[config.mk]
export PLATFORM = sky130hd
export DESIGN_NAME = clkfail_nmi_ctrl
export DESIGN_NICKNAME = d
export VERILOG_FILES = /design/src/rtl/cfs_pkg.sv /design/src/rtl/cfs_sync.sv /design/src/rtl/cfs_route_qual.sv /design/src/rtl/clkfail_nmi_ctrl.sv
export SDC_FILE = /design/constraint.sdc
export NUM_CORES = 1
export LEC_CHECK = 0
export ABC_AREA = 0
export BUFFER_PORTS_ARGS = -buffer_cell sky130_fd_sc_hd__buf_2
export CAP_MARGIN = 20
export CORE_AREA = 2 2 39 41
export CTS_CLUSTER_SIZE = 30
export DETAILED_ROUTE_END_ITERATION = 10
export DIE_AREA = 0 0 41 43
export PLACE_DENSITY_LB_ADDON = 0.12
export REMOVE_ABC_BUFFERS = 1
export SYNTH_ARGS = -nofsm -noshare
export SYNTH_HDL_FRONTEND = slang
export SYNTH_HIERARCHICAL = 1
export SYNTH_SLANG_ARGS = --single-unit
export TNS_END_PERCENT = 100
[constraint.sdc]
create_clock -name clk -period 1.45 [get_ports clk]
set_input_delay 0.145 -clock clk [delete_from_list [all_inputs] [get_ports clk]]
set_output_delay 0.145 -clock clk [all_outputs]
set_load 0.05 [all_outputs]
[src/rtl/cfs_pkg.sv]
package cfs_pkg;

    typedef enum logic [1:0] {
        MODE_NORMAL   = 2'b00,
        MODE_PRESCALE = 2'b01,
        MODE_FREERUN  = 2'b10
    } pll_mode_e;

    typedef struct packed {
        logic osc_prev;
        logic lock_prev;
        logic osc_low;
        logic lock;
        logic has_locked;
        logic forced_fr;
        logic nmi_osc;
        logic nmi_pll;
    } sup_state_t;

endpackage

[src/rtl/cfs_sync.sv]
module cfs_sync #(
    parameter int WIDTH  = 2,
    parameter int STAGES = 2
) (
    input  logic             clk,
    input  logic             rst_n,
    input  logic [WIDTH-1:0] d,
    output logic [WIDTH-1:0] q
);
    logic [WIDTH-1:0] stg_q [STAGES];

    for (genvar i = 0; i < STAGES; i++) begin : g_stage
        if (i == 0) begin : g_first
            always_ff @(posedge clk) begin
                if (!rst_n) stg_q[0] <= '0;
                else        stg_q[0] <= d;
            end
        end else begin : g_next
            always_ff @(posedge clk) begin
                if (!rst_n) stg_q[i] <= '0;
                else        stg_q[i] <= stg_q[i-1];
            end
        end
    end

    assign q = stg_q[STAGES-1];
endmodule

[src/rtl/cfs_route_qual.sv]
module cfs_route_qual
    import cfs_pkg::*;
(
    input  pll_mode_e mode,
    input  logic      sysclk_pll,
    input  logic      pll_in_osc,
    output logic      osc_nmi_ok,
    output logic      osc_force_ok,
    output logic      pll_nmi_ok,
    output logic      pll_force_ok
);
    always_comb begin
        osc_force_ok = (mode == MODE_PRESCALE) && pll_in_osc;
        osc_nmi_ok   = !sysclk_pll || osc_force_ok;
        pll_force_ok = (mode == MODE_NORMAL);
        pll_nmi_ok   = sysclk_pll && pll_force_ok;
    end
endmodule

[src/rtl/clkfail_nmi_ctrl.sv]
module clkfail_nmi_ctrl
    import cfs_pkg::*;
#(
    parameter int SYNC_STAGES = 2
) (
    input  logic       clk,
    input  logic       rst_n,
    input  logic       osc_low_raw,
    input  logic       lock_raw,
    input  logic       sysclk_pll,
    input  logic       pll_in_osc,
    input  logic       vco_bypass,
    input  logic       bypass_wr,
    input  logic       wdt_restart,
    input  logic       lock_restart,
    input  logic       nmi_en_osc,
    input  logic       nmi_en_pll,
    input  logic       nmi_clr_osc,
    input  logic       nmi_clr_pll,
    output logic       osc_low_flag,
    output logic       lock_flag,
    output logic       nmi_flag_osc,
    output logic       nmi_flag_pll,
    output logic       nmi_req,
    output logic [1:0] pll_mode
);
    localparam int NRAW = 2;

    logic       osc_low_s, lock_s;
    sup_state_t st_d, st_q;
    pll_mode_e  mode_cur;
    logic       osc_nmi_ok, osc_force_ok, pll_nmi_ok, pll_force_ok;
    logic       osc_ev, lock_rise, lock_loss, force_set;

    cfs_sync #(.WIDTH(NRAW), .STAGES(SYNC_STAGES)) u_sync (
        .clk   (clk),
        .rst_n (rst_n),
        .d     ({osc_low_raw, lock_raw}),
        .q     ({osc_low_s, lock_s})
    );

    always_comb begin
        if (st_q.forced_fr)  mode_cur = MODE_FREERUN;
        else if (vco_bypass) mode_cur = MODE_PRESCALE;
        else                 mode_cur = MODE_NORMAL;
    end

    cfs_route_qual u_qual (
        .mode         (mode_cur),
        .sysclk_pll   (sysclk_pll),
        .pll_in_osc   (pll_in_osc),
        .osc_nmi_ok   (osc_nmi_ok),
        .osc_force_ok (osc_force_ok),
        .pll_nmi_ok   (pll_nmi_ok),
        .pll_force_ok (pll_force_ok)
    );

    always_comb begin
        st_d = st_q;

        osc_ev    = osc_low_s & ~st_q.osc_prev & ~wdt_restart;
        lock_rise = lock_s & ~st_q.lock_prev & ~lock_restart;
        lock_loss = ~lock_s & st_q.lock_prev & st_q.has_locked & ~lock_restart;
        force_set = (osc_ev & osc_force_ok) | (lock_loss & pll_force_ok);

        st_d.osc_prev  = wdt_restart  ? 1'b0 : osc_low_s;
        st_d.lock_prev = lock_restart ? 1'b0 : lock_s;

        if (wdt_restart) st_d.osc_low = 1'b0;
        else if (osc_ev) st_d.osc_low = 1'b1;

        if (lock_restart)   st_d.lock = 1'b0;
        else if (lock_rise) st_d.lock = 1'b1;
        else if (lock_loss) st_d.lock = 1'b0;

        if (lock_rise) st_d.has_locked = 1'b1;

        if (force_set)                    st_d.forced_fr = 1'b1;
        else if (bypass_wr && vco_bypass) st_d.forced_fr = 1'b0;

        if (osc_ev && osc_nmi_ok) st_d.nmi_osc = 1'b1;
        else if (nmi_clr_osc)     st_d.nmi_osc = 1'b0;

        if (lock_loss && pll_nmi_ok) st_d.nmi_pll = 1'b1;
        else if (nmi_clr_pll)        st_d.nmi_pll = 1'b0;
    end

    always_ff @(posedge clk) begin
        if (!rst_n) st_q <= '0;
        else        st_q <= st_d;
    end

    assign osc_low_flag = st_q.osc_low;
    assign lock_flag    = st_q.lock;
    assign nmi_flag_osc = st_q.nmi_osc;
    assign nmi_flag_pll = st_q.nmi_pll;
    assign nmi_req      = (st_q.nmi_osc & nmi_en_osc) | (st_q.nmi_pll & nmi_en_pll);
    assign pll_mode     = mode_cur;
endmodule

Word-level counts from Yosys, hierarchy flattened
Memories as Yosys holds them, arrays and structs flattened. Cells that the tools add are included.

Bits in registers: 8. Bits in writable memories: 4. Word-level logic and storage cells: 59. Memories kept: 1.

Memory list: u_sync.stg_q (words 2, width 2, read ports 2, clocked after memory_dff 0, write ports 2, line cfs_sync.sv:10) `logic [WIDTH-1:0] stg_q [STAGES];`.

Equal/unequal tests: 1. Multiplexer cells: 14. Bitwise gates (word level): 21. Reduce and logical (&&, ||, !) cells: 14.

Operator list (count): 1-bit AND (11); 1-bit 2-to-1 mux (11); 2-bit nonzero test (4); 2-bit 2-to-1 mux (3); 1-bit inverter (6); 1-bit logical AND (5); 1-bit bitwise OR (4); 2-bit OR reduction (2); 2-bit by 1-bit equality test with 1-bit output, second input constant (1); 2-bit logical NOT (1); 1-bit logical NOT (1); 1-bit logical OR (1).

Depth between registers and ports, before layout
Gate-level depths: netlist of run 1. An unclocked memory read counts as a cell.

Word-level depth: 8. Mapped depth: 5. Gate-level depth less buffers: 5.

Cells and area by module
Netlist of run 1, hierarchy kept.

Modules (own cells, without submodules): clkfail_nmi_ctrl (instances 1, cells each 34, area an instance 332.8 µm²); cfs_sync (instances 1, cells each 8, area an instance 105.1 µm²); cfs_route_qual (instances 1, cells each 5, area an instance 25.0 µm²).

Worst setup path before layout of run 1
No wires, ideal clock.

Kind: reg2reg. From: register st_q[2] (netlist name). To: register st_q (netlist bit nmi_flag_osc). Setup time: 0.065 ns. Arrival: 1.612 ns. Data required time: 1.385 ns. Setup slack: -0.227 ns. Stages on the path, launching flop included: 6. Buffers on the path: 0. Clock period less this slack: 1.677 ns. Cells stage by stage: dfxtp_1 > nor2b_1 > nand2_1 > o21ai_0 > a21oi_1 > nor2b_1.

Longest elaborated chain between the ends: 6. Elaborated cells on any way between the ends: 7. Those cells by class: 1 x eq/ne; 2 x mux; 4 x reduce/logical.

RTL lines: start: declaration (line clkfail_nmi_ctrl.sv:30) `sup_state_t st_d, st_q;`; start signal: assignment (line clkfail_nmi_ctrl.sv:90) `else st_q <= st_d;`; 2-bit 2-to-1 mux (*) (line clkfail_nmi_ctrl.sv:43) `if (st_q.forced_fr) mode_cur = MODE_FREERUN;`; via pll_mode[0] (line clkfail_nmi_ctrl.sv:25) `output logic [1:0] pll_mode`; 2-bit by 1-bit equality test with 1-bit output (*) (line cfs_route_qual.sv:13) `osc_force_ok = (mode == MODE_PRESCALE) && pll_in_osc;`; 1-bit logical AND (*) (line cfs_route_qual.sv:13); 1-bit logical OR (*) (line cfs_route_qual.sv:14) `osc_nmi_ok = !sysclk_pll || osc_force_ok;`; via osc_nmi_ok (line clkfail_nmi_ctrl.sv:32) `logic osc_nmi_ok, osc_force_ok, pll_nmi_ok, pll_force_ok;`; 1-bit logical AND (*) (line clkfail_nmi_ctrl.sv:81) `if (osc_ev && osc_nmi_ok) st_d.nmi_osc = 1'b1;`; 1-bit 2-to-1 mux or 2-bit nonzero test (tied branches).

Mark *: on every way through the listed nets, which the timed path passes. The rest lies on a longest branch. A chain may end at the register's enable or synchronous reset.

Final worst setup path of run 1
From: register st_q[2] (netlist name). To: output pll_mode[0].

Longest elaborated chain between the ends: 1.

RTL lines (line): 2-bit 2-to-1 mux (clkfail_nmi_ctrl.sv:43); end: declaration (clkfail_nmi_ctrl.sv:25).

Every way passes these cells.

==> results of run 1 <==
-- per-layer routing --
| metal | up-vias | GRT usage, % | wire length [µm] | share of wire [%] |
|---|---|---|---|---|
| met2 | 16 | 15.3 | 338 | 42 |
| met5 | - | 0 | 0 | 0 |
| li1 | 206 | - | - | - |
| met4 | 0 | 4.00 | 0 | 0 |
| met1 | 159 | 11.8 | 398 | 49 |
| met3 | 0 | 6.28 | 73 | 9.0 |
-- synthesized netlist by cell type --
| cell | n | area [µm²] |
|---|---|---|
| and3b_1 | 1 | 8.76 |
| a222oi_1 | 1 | 10.0 |
| buf_4 | 1 | 7.51 |
| nor2b_1 | 6 | 37.5 |
| nor4b_1 | 1 | 8.76 |
| o21a_1 | 1 | 7.51 |
| dfxtp_1 | 12 | 240 |
| nor2_2 | 1 | 6.26 |
| o21ai_0 | 1 | 5.00 |
| a22o_1 | 1 | 8.76 |
| a21oi_1 | 4 | 20.0 |
| and2_1 | 5 | 31.3 |
| inv_1 | 2 | 7.51 |
| nand2_1 | 3 | 11.3 |
| nor2_1 | 2 | 7.51 |
| nor3b_1 | 3 | 22.5 |
| and4bb_1 | 1 | 12.5 |
| and3b_2 | 1 | 10.0 |
-- sequential cells by signal (all words and copies together) (netlist names) --
name,cells
nmi_flag_osc,1
nmi_flag_pll,1
osc_low_flag,1
u_sync/stg_q,4
lock_flag,1
st_q,4
-- stage by stage --
stage	std cells	setup WS (ns)	area (µm²)	utilization, %	setup TNS, ns
global route	86	0.0590	612	44.2	0
CTS	86	0.152	612	44.2	0
floorplan	46	-0.464	455	-	-1.39
global placement	82	0.372	576	41.6	0
finish	86	0.161	612	44.2	0
detailed placement	82	0.342	576	41.6	0
-- power by group --
| group | switching (mW) | leakage, nW | internal, mW | total (mW) |
|---|---|---|---|---|
| clock | 0.109 | 0.0210 | 0.152 | 0.261 |
| sequential | 0.00477 | 0.0978 | 0.338 | 0.343 |
| combinational | 0.0332 | 0.166 | 0.0283 | 0.0615 |
| total | 0.147 | 0.285 | 0.519 | 0.666 |
-- placed cells by master (no fill, tap or decap) --
master and count:
and2_1 5, and3b_1 1, inv_1 2, and3b_2 1
nor2b_1 6, and4bb_1 1, nand2_1 3, buf_2 20
clkbuf_8 1, clkbuf_4 3, a22o_1 1, o21a_1 1
nor2_1 2, nor2_2 1, o21ai_0 1, nor3b_1 3
a21oi_1 4, a222oi_1 1, dfxtp_1 12, nor4b_1 1
-- worst max-delay path, cell delays in order (launching register included) --
cell and delay [ns]:
dfxtp_1 0.36, nor2b_1 0.22, buf_2 0.31
-- logic make-up (layout without fill, tap and decap cells) --
| group | Yosys count | count (layout) | share of synthesized area (%) |
|---|---|---|---|
| buf+inv | 3 | 26 | 3.24 |
| simple gates | 24 | 24 | 33.8 |
| flops | 12 | 12 | 51.9 |
| compound gates | 8 | 8 | 11.1 |
-- layout make-up --
| cell class | count | area share, % |
|---|---|---|
| clock buffers | 4 | 5.93 |
| repair buffers | 20 | 16.4 |
| flip-flops and latches | 12 | 39.3 |
| well taps | 16 | 3.27 |
| inverters | 2 | 1.23 |
| multi-input cells | 32 | 33.9 |
-- final timing paths --
path                             end  slack (ns)  cells past startpoint
hold reg to reg   u_sync/stg_q[1][0]        0.43                      1
setup reg to reg             st_q[2]        0.34                      5
setup / recovery         pll_mode[0]        0.16                      2
hold / removal          osc_low_flag        0.06                      2
==> results.py, run 1 <==
metrics = {
    "global_route": {
        "grt_antenna_before_repair": 0,
        "gr-total-overflow": 0,
        "grt_usage_pct": 10.4,
        "first_global_vias": 322,
        "grt_max_degree": 13,
        "grt_pass1_wl_um": 1240,
    },
    "finish": {
        "final_layout_size_suffix_gt1_share_pct": 37.1,
        "syn_to_final_growth_pct": 32.2,
        "multiInputGateArea_um2": 208,
        "fillers": 144,
        "fin_nets": 85,
        "seq_area_um2": 240,
        "antenna_cells": 0,
    },
    "timing": {
        "hold_slack_ns": 0.0600,
        "setup_violations": 0,
        "fmaxAchievable_mhz": 776,
        "finalMaxSlewViolations": 0,
        "hold_viol": 0,
        "max_slew_margin_pct": 80.7,
        "fin_crit_sh_pct": 88.9,
        "rsz0062_at_grt": "false",
        "fin_crit_ns": 1.29,
        "fin_skew_ns": 0.00103,
        "worst_pin_slew_ns": 0.288,
    },
    "drt": {
        "drtIter0Drc": 4,
        "drc": 0,
        "antenna_left": 0,
        "routed_wl_um": 810,
        "via_count": 381,
        "dr.pass1.iters": 4,
        "wl_per_cell_um": 9.42,
        "avgViaCountPerCell": 4.43,
    },
    "die": {
        "die_w_um": 41,
        "core_area_um2": 1380,
        "chipHeight_um": 43,
        "initial_core_util_pct": 33.5,
        "ios": 21,
        "rows": 14,
        "die_area_um2": 1760,
    },
    "synth": {
        "synth.avg_cell_area_um2": 9.85,
        "synth-seq-cells": 12,
        "ys_seq_area_share_pct": 51.9,
        "ys_types": 18,
        "syn_area_um2": 463,
        "yosysWarnings": 6,
        "synth_cells": 47,
    },
    "power_and_ir_drop": {
        "power.density_nw_per_um2": 1090,
        "leakage_nw": 0.285,
        "power_mw": 0.666,
        "ir_drop_mv": 0.631,
    },
    "clocking": {
        "cts-root-buf": "clkbuf_4",
        "cts_tree": "built",
        "ctsHoldBuffers": 0,
        "clk_pin_slew_ns": 0.08,
        "htreeDepth": 1,
        "cts.sinks": 12,
        "numCtsBuffers": 3,
        "insertion_delay_ns": 0.27,
        "post_cts_buffers": 0,
        "ctsResizeCount": 0,
        "clk_path_buf_depth": 2,
    },
    "min_path": {
        "min_path_type": "in -> reg",
        "min_from": "wdt_restart",
    },
    "critical_path": {
        "regToRegStartpoint": "st_q[2]",
        "crit_type": "reg -> out",
        "worstSetupStartpoint": "st_q[2]",
        "path_max_fanout": 6,
        "end_kind": "output pin",
        "crit_arrival_ns": 1.14,
        "worstPathRequired_ns": 1.31,
        "start_kind": "flop",
    },
    "placed_design": {
        "portBuffers": 20,
        "globalplace.congestion": 0.616,
        "dp_hpwl_um": 602,
    },
    "job": {
        "maxCapViolations": 0,
    },
    "run_status": {
        "status": "finished clean",
    },
}
Note: power is estimated with default switching activity, not from simulation.
==> run 2, diff against run 1 <==
- PLACE_DENSITY_LB_ADDON: 0.12 -> 0.05
==> run 2 against run 1 <==
Against the previous run:
- worst setup slack lost 0.0011 ns
- register-to-register slack is essentially flat
- die area is the same
- sequential cell count is the same
==> results.py, run 2 (synthesis results as in run 1) <==
metrics = {
    "clocking": {
        "cts_tree": "built",
        "clk_path_buf_depth": 2,
        "cts.sinks": 12,
        "numCtsBuffers": 3,
        "post_cts_buffers": 0,
        "clk_pin_slew_ns": 0.07,
        "ctsResizeCount": 0,
        "cts-root-buf": "clkbuf_4",
        "insertion_delay_ns": 0.27,
        "htreeDepth": 1,
        "ctsHoldBuffers": 0,
    },
    "die": {
        "core_area_um2": 1380,
        "chipHeight_um": 43,
        "ios": 21,
        "initial_core_util_pct": 33.5,
        "die_area_um2": 1760,
        "die_w_um": 41,
        "rows": 14,
    },
    "placed_design": {
        "dpl_worst_slack_ns": 0.346,
        "placed_cell_area_um2": 576,
        "dp_hpwl_um": 612,
        "portBuffers": 20,
        "globalplace.congestion": 0.550,
    },
    "global_route": {
        "grt_max_degree": 13,
        "grt_pass1_wl_um": 1320,
        "grt_antenna_before_repair": 0,
        "gr-total-overflow": 0,
        "first_global_vias": 321,
        "grt_usage_pct": 11.7,
    },
    "drt": {
        "dr.pass1.iters": 4,
        "drc": 0,
        "wl_per_cell_um": 9.75,
        "routed_wl_um": 829,
        "drtIter0Drc": 9,
        "avgViaCountPerCell": 4.49,
        "antenna_left": 0,
        "via_count": 382,
    },
    "timing": {
        "worst_pin_slew_ns": 0.274,
        "fin_crit_ns": 1.29,
        "fin_skew_ns": 0.00139,
        "finalMaxSlewViolations": 0,
        "hold_slack_ns": 0.0580,
        "fmaxAchievable_mhz": 775,
        "hold_viol": 0,
        "rsz0062_at_grt": "false",
        "max_slew_margin_pct": 81.7,
        "setup_violations": 0,
        "setup_slack_ns": 0.160,
        "fin_crit_sh_pct": 89.0,
    },
    "power_and_ir_drop": {
        "power_mw": 0.606,
        "power.density_nw_per_um2": 1010,
        "leakage_nw": 0.277,
        "ir_drop_mv": 0.392,
    },
    "min_path": {
        "min_path_type": "in -> reg",
        "holdPathEnd": "osc_low_flag",
        "min_from": "wdt_restart",
        "whs_path_depth": 2,
    },
    "finish": {
        "layout_commonest_cell": "buf_2",
        "top_regs": "st_q (4), u_sync/stg_q (4)",
        "fin_nets": 85,
        "syn_to_final_growth_pct": 29.2,
        "final_layout_size_suffix_gt1_share_pct": 36.2,
        "antenna_cells": 0,
        "fin_area_um2": 598,
        "final_cell_mix": "20 x buf_2, 12 x dfxtp_1, 6 x nor2b_1",
    },
    "critical_path": {
        "worstPathRequired_ns": 1.31,
        "reg2reg_depth": 5,
        "path_max_fanout": 6,
        "regToRegSetupSlack_ns": 0.34,
        "regToRegEndpoint": "st_q[2]",
        "end_kind": "output pin",
        "crit_arrival_ns": 1.14,
        "regToRegStartpoint": "st_q[2]",
        "crit_type": "reg -> out",
        "start_kind": "flop",
    },
    "run_status": {
        "status": "finished clean",
    },
    "job": {
        "maxCapViolations": 0,
    },
}
-- run 2: changes by cell type in the layout (fill, tap and decap cells not counted), sizes merged --
| cell | delta |
|---|---|
| clkbuf | -1 |
-- run 2: worst max path at each step --
stage | startpoint | endpoint | slack, ns | depth (start not counted)
global route | st_q[2] | pll_mode[0] | 0.1 | 2
detailed placement | st_q[2] | st_q[2] | 0.35 | 5
floorplan | st_q[2] | nmi_flag_osc | -0.46 | 5
finish | st_q[2] | pll_mode[0] | 0.16 | 2
global placement | st_q[2] | st_q[2] | 0.37 | 5
CTS | st_q[2] | pll_mode[0] | 0.15 | 2
-- run 2: critical path, stage by stage (launching register included) --
cell     delay [ns]
dfxtp_1        0.36
nor2b_1        0.21
buf_2          0.31
-- run 2: cell type report --
type | count | area, µm²
clock buffers | 3 | 22.5
fillers | 143 | 786
inverters | 2 | 7.51
multi-input cells | 32 | 208
flip-flops and latches | 12 | 240
well taps | 16 | 20.0
repair buffers | 20 | 100
-- run 2: per-stage QoR --
| step | util, % | cells | setup TNS [ns] |
|---|---|---|---|
| finish | 43.2 | 85 | 0 |
| global route | 43.2 | 85 | 0 |
| CTS | 43.2 | 85 | 0 |
| detailed placement | 41.6 | 82 | 0 |
| global placement | 41.6 | 82 | 0 |
| floorplan | - | 46 | -1.39 |
-- run 2: layer usage --
| metal | up-vias | track usage [%] | routed length, µm | share of wire, % |
|---|---|---|---|---|
| met5 | - | 0 | 0 | 0 |
| met3 | 4 | 3.14 | 79 | 9.5 |
| met4 | 0 | 12.0 | 26 | 3.1 |
| met1 | 158 | 15.8 | 406 | 49 |
| met2 | 17 | 13.8 | 317 | 38 |
| li1 | 203 | - | - | - |
-- run 2: power by group --
part	internal [mW]	total [mW]	leakage (nW)	switching, mW
Clock	0.0961	0.202	0.0138	0.106
Sequential	0.338	0.343	0.0978	0.00466
Combinational	0.0282	0.0609	0.166	0.0327
Total	0.463	0.606	0.277	0.143
==> run 3, diff against run 2 <==
- CTS_BUF_LIST: not set -> sky130_fd_sc_hd__clkbuf_8
==> run 3 against run 2 <==
Against the previous run:
- cell area grew 3.1%
- first-iteration DRC count is the same
- wire length shrank 1.4%
- critical path type unchanged
- critical endpoint unchanged
==> results.py, run 3 (synthesis results as in run 1) <==
metrics = {
    "placed_design": {
        "portBuffers": 20,
        "dp_hpwl_um": 612,
        "placed_cell_area_um2": 576,
        "dp.cells": 82,
        "globalplace.congestion": 0.550,
    },
    "clocking": {
        "htreeDepth": 1,
        "cts.sinks": 12,
        "numCtsBuffers": 3,
        "cts-root-buf": "clkbuf_8",
        "ctsHoldBuffers": 0,
        "post_cts_buffers": 0,
        "cts_tree": "built",
        "ctsResizeCount": 0,
        "insertion_delay_ns": 0.23,
        "clk_pin_slew_ns": 0.05,
        "clk_path_buf_depth": 2,
    },
    "critical_path": {
        "crit_type": "reg -> out",
        "worstPathRequired_ns": 1.31,
        "end_kind": "output pin",
        "critPathTopFamily": "flip-flops",
        "crit_arrival_ns": 1.10,
        "cp_slowest_stage_delay_ns": 0.35,
        "path_max_fanout": 6,
        "start_kind": "flop",
        "worst-path-buf-inv": 1,
        "crit_chain": "nor2b_1 > buf_2",
        "critPathSlowestCell": "dfxtp_1",
    },
    "drt": {
        "antenna_left": 0,
        "avgViaCountPerCell": 4.58,
        "dr.pass1.iters": 4,
        "drc": 0,
        "drtIter0Drc": 9,
        "routed_wl_um": 817,
        "wl_per_cell_um": 9.61,
        "via_count": 389,
    },
    "timing": {
        "worst_pin_slew_ns": 0.281,
        "fin_skew_ns": 0.000592,
        "setup_violations": 0,
        "fin_crit_ns": 1.25,
        "hold_viol": 0,
        "finalMaxSlewViolations": 0,
        "hold_slack_ns": 0.0980,
        "fmaxAchievable_mhz": 803,
        "rsz0062_at_grt": "false",
        "max_slew_margin_pct": 81.2,
        "fin_crit_sh_pct": 85.9,
        "setup_tns_ns": 0,
    },
    "finish": {
        "final_layout_size_suffix_gt1_share_pct": 36.2,
        "layout_commonest_cell": "buf_2",
        "antenna_cells": 0,
        "final_cell_mix": "20 x buf_2, 12 x dfxtp_1, 6 x nor2b_1",
        "fin_nets": 85,
        "top_regs": "st_q (4), u_sync/stg_q (4)",
        "syn_to_final_growth_pct": 33.2,
        "fin_area_um2": 617,
        "final_cells": 85,
    },
    "run_status": {
        "status": "finished clean",
    },
    "global_route": {
        "gr-total-overflow": 0,
        "grt_antenna_before_repair": 0,
        "grt_usage_pct": 11.1,
        "grt_pass1_wl_um": 1300,
        "first_global_vias": 324,
        "grt_max_degree": 13,
    },
    "power_and_ir_drop": {
        "ir_drop_mv": 0.518,
        "leakage_nw": 0.285,
        "power.density_nw_per_um2": 1130,
        "power_mw": 0.696,
    },
    "die": {
        "die_area_um2": 1760,
        "core_area_um2": 1380,
        "initial_core_util_pct": 33.5,
        "chipHeight_um": 43,
        "ios": 21,
        "die_w_um": 41,
        "rows": 14,
    },
    "job": {
        "maxCapViolations": 0,
    },
    "min_path": {
        "min_path_type": "in -> reg",
    },
}
[run 3: final timing paths]
check | slack, ns | startpoint | depth (start not counted) | end
min reg2reg | 0.42 | u_sync/stg_q[0][0] | 1 | u_sync/stg_q[1][0]
max reg2reg | 0.34 | st_q[2] | 5 | st_q[2]
min | 0.1 | wdt_restart | 2 | osc_low_flag
max | 0.20 | st_q[2] | 2 | pll_mode[0]
[run 3: power by group]
| part | switching, mW | internal (mW) | leakage, nW | total, mW |
|---|---|---|---|---|
| combinational | 0.0327 | 0.0282 | 0.166 | 0.0609 |
| sequential | 0.00474 | 0.340 | 0.0978 | 0.344 |
| clock | 0.109 | 0.182 | 0.0216 | 0.291 |
[run 3: routing by layer]
layer	share of wire, %	vias up	GRT usage (%)	wire (µm)
met3	9.5	2	3.14	78
met2	41	17	13.8	339
met4	0.49	0	8.00	4
met5	0	-	0	0
li1	-	203	-	-
met1	48	167	15.8	395
[run 3: area by class of cell]
cell class	count	area, µm²
clock buffers	3	41.3
fillers	143	767
inverters	2	7.51
multi-input cells	32	208
flip-flops and latches	12	240
well taps	16	20.0
repair buffers	20	100
[run 3: stage by stage]
| step | setup WS [ns] | util (%) |
|---|---|---|
| floorplan | -0.464 | - |
| global placement | 0.374 | 41.6 |
| detailed placement | 0.346 | 41.6 |
| CTS | 0.200 | 44.6 |
| global route | 0.145 | 44.6 |
| finish | 0.205 | 44.6 |
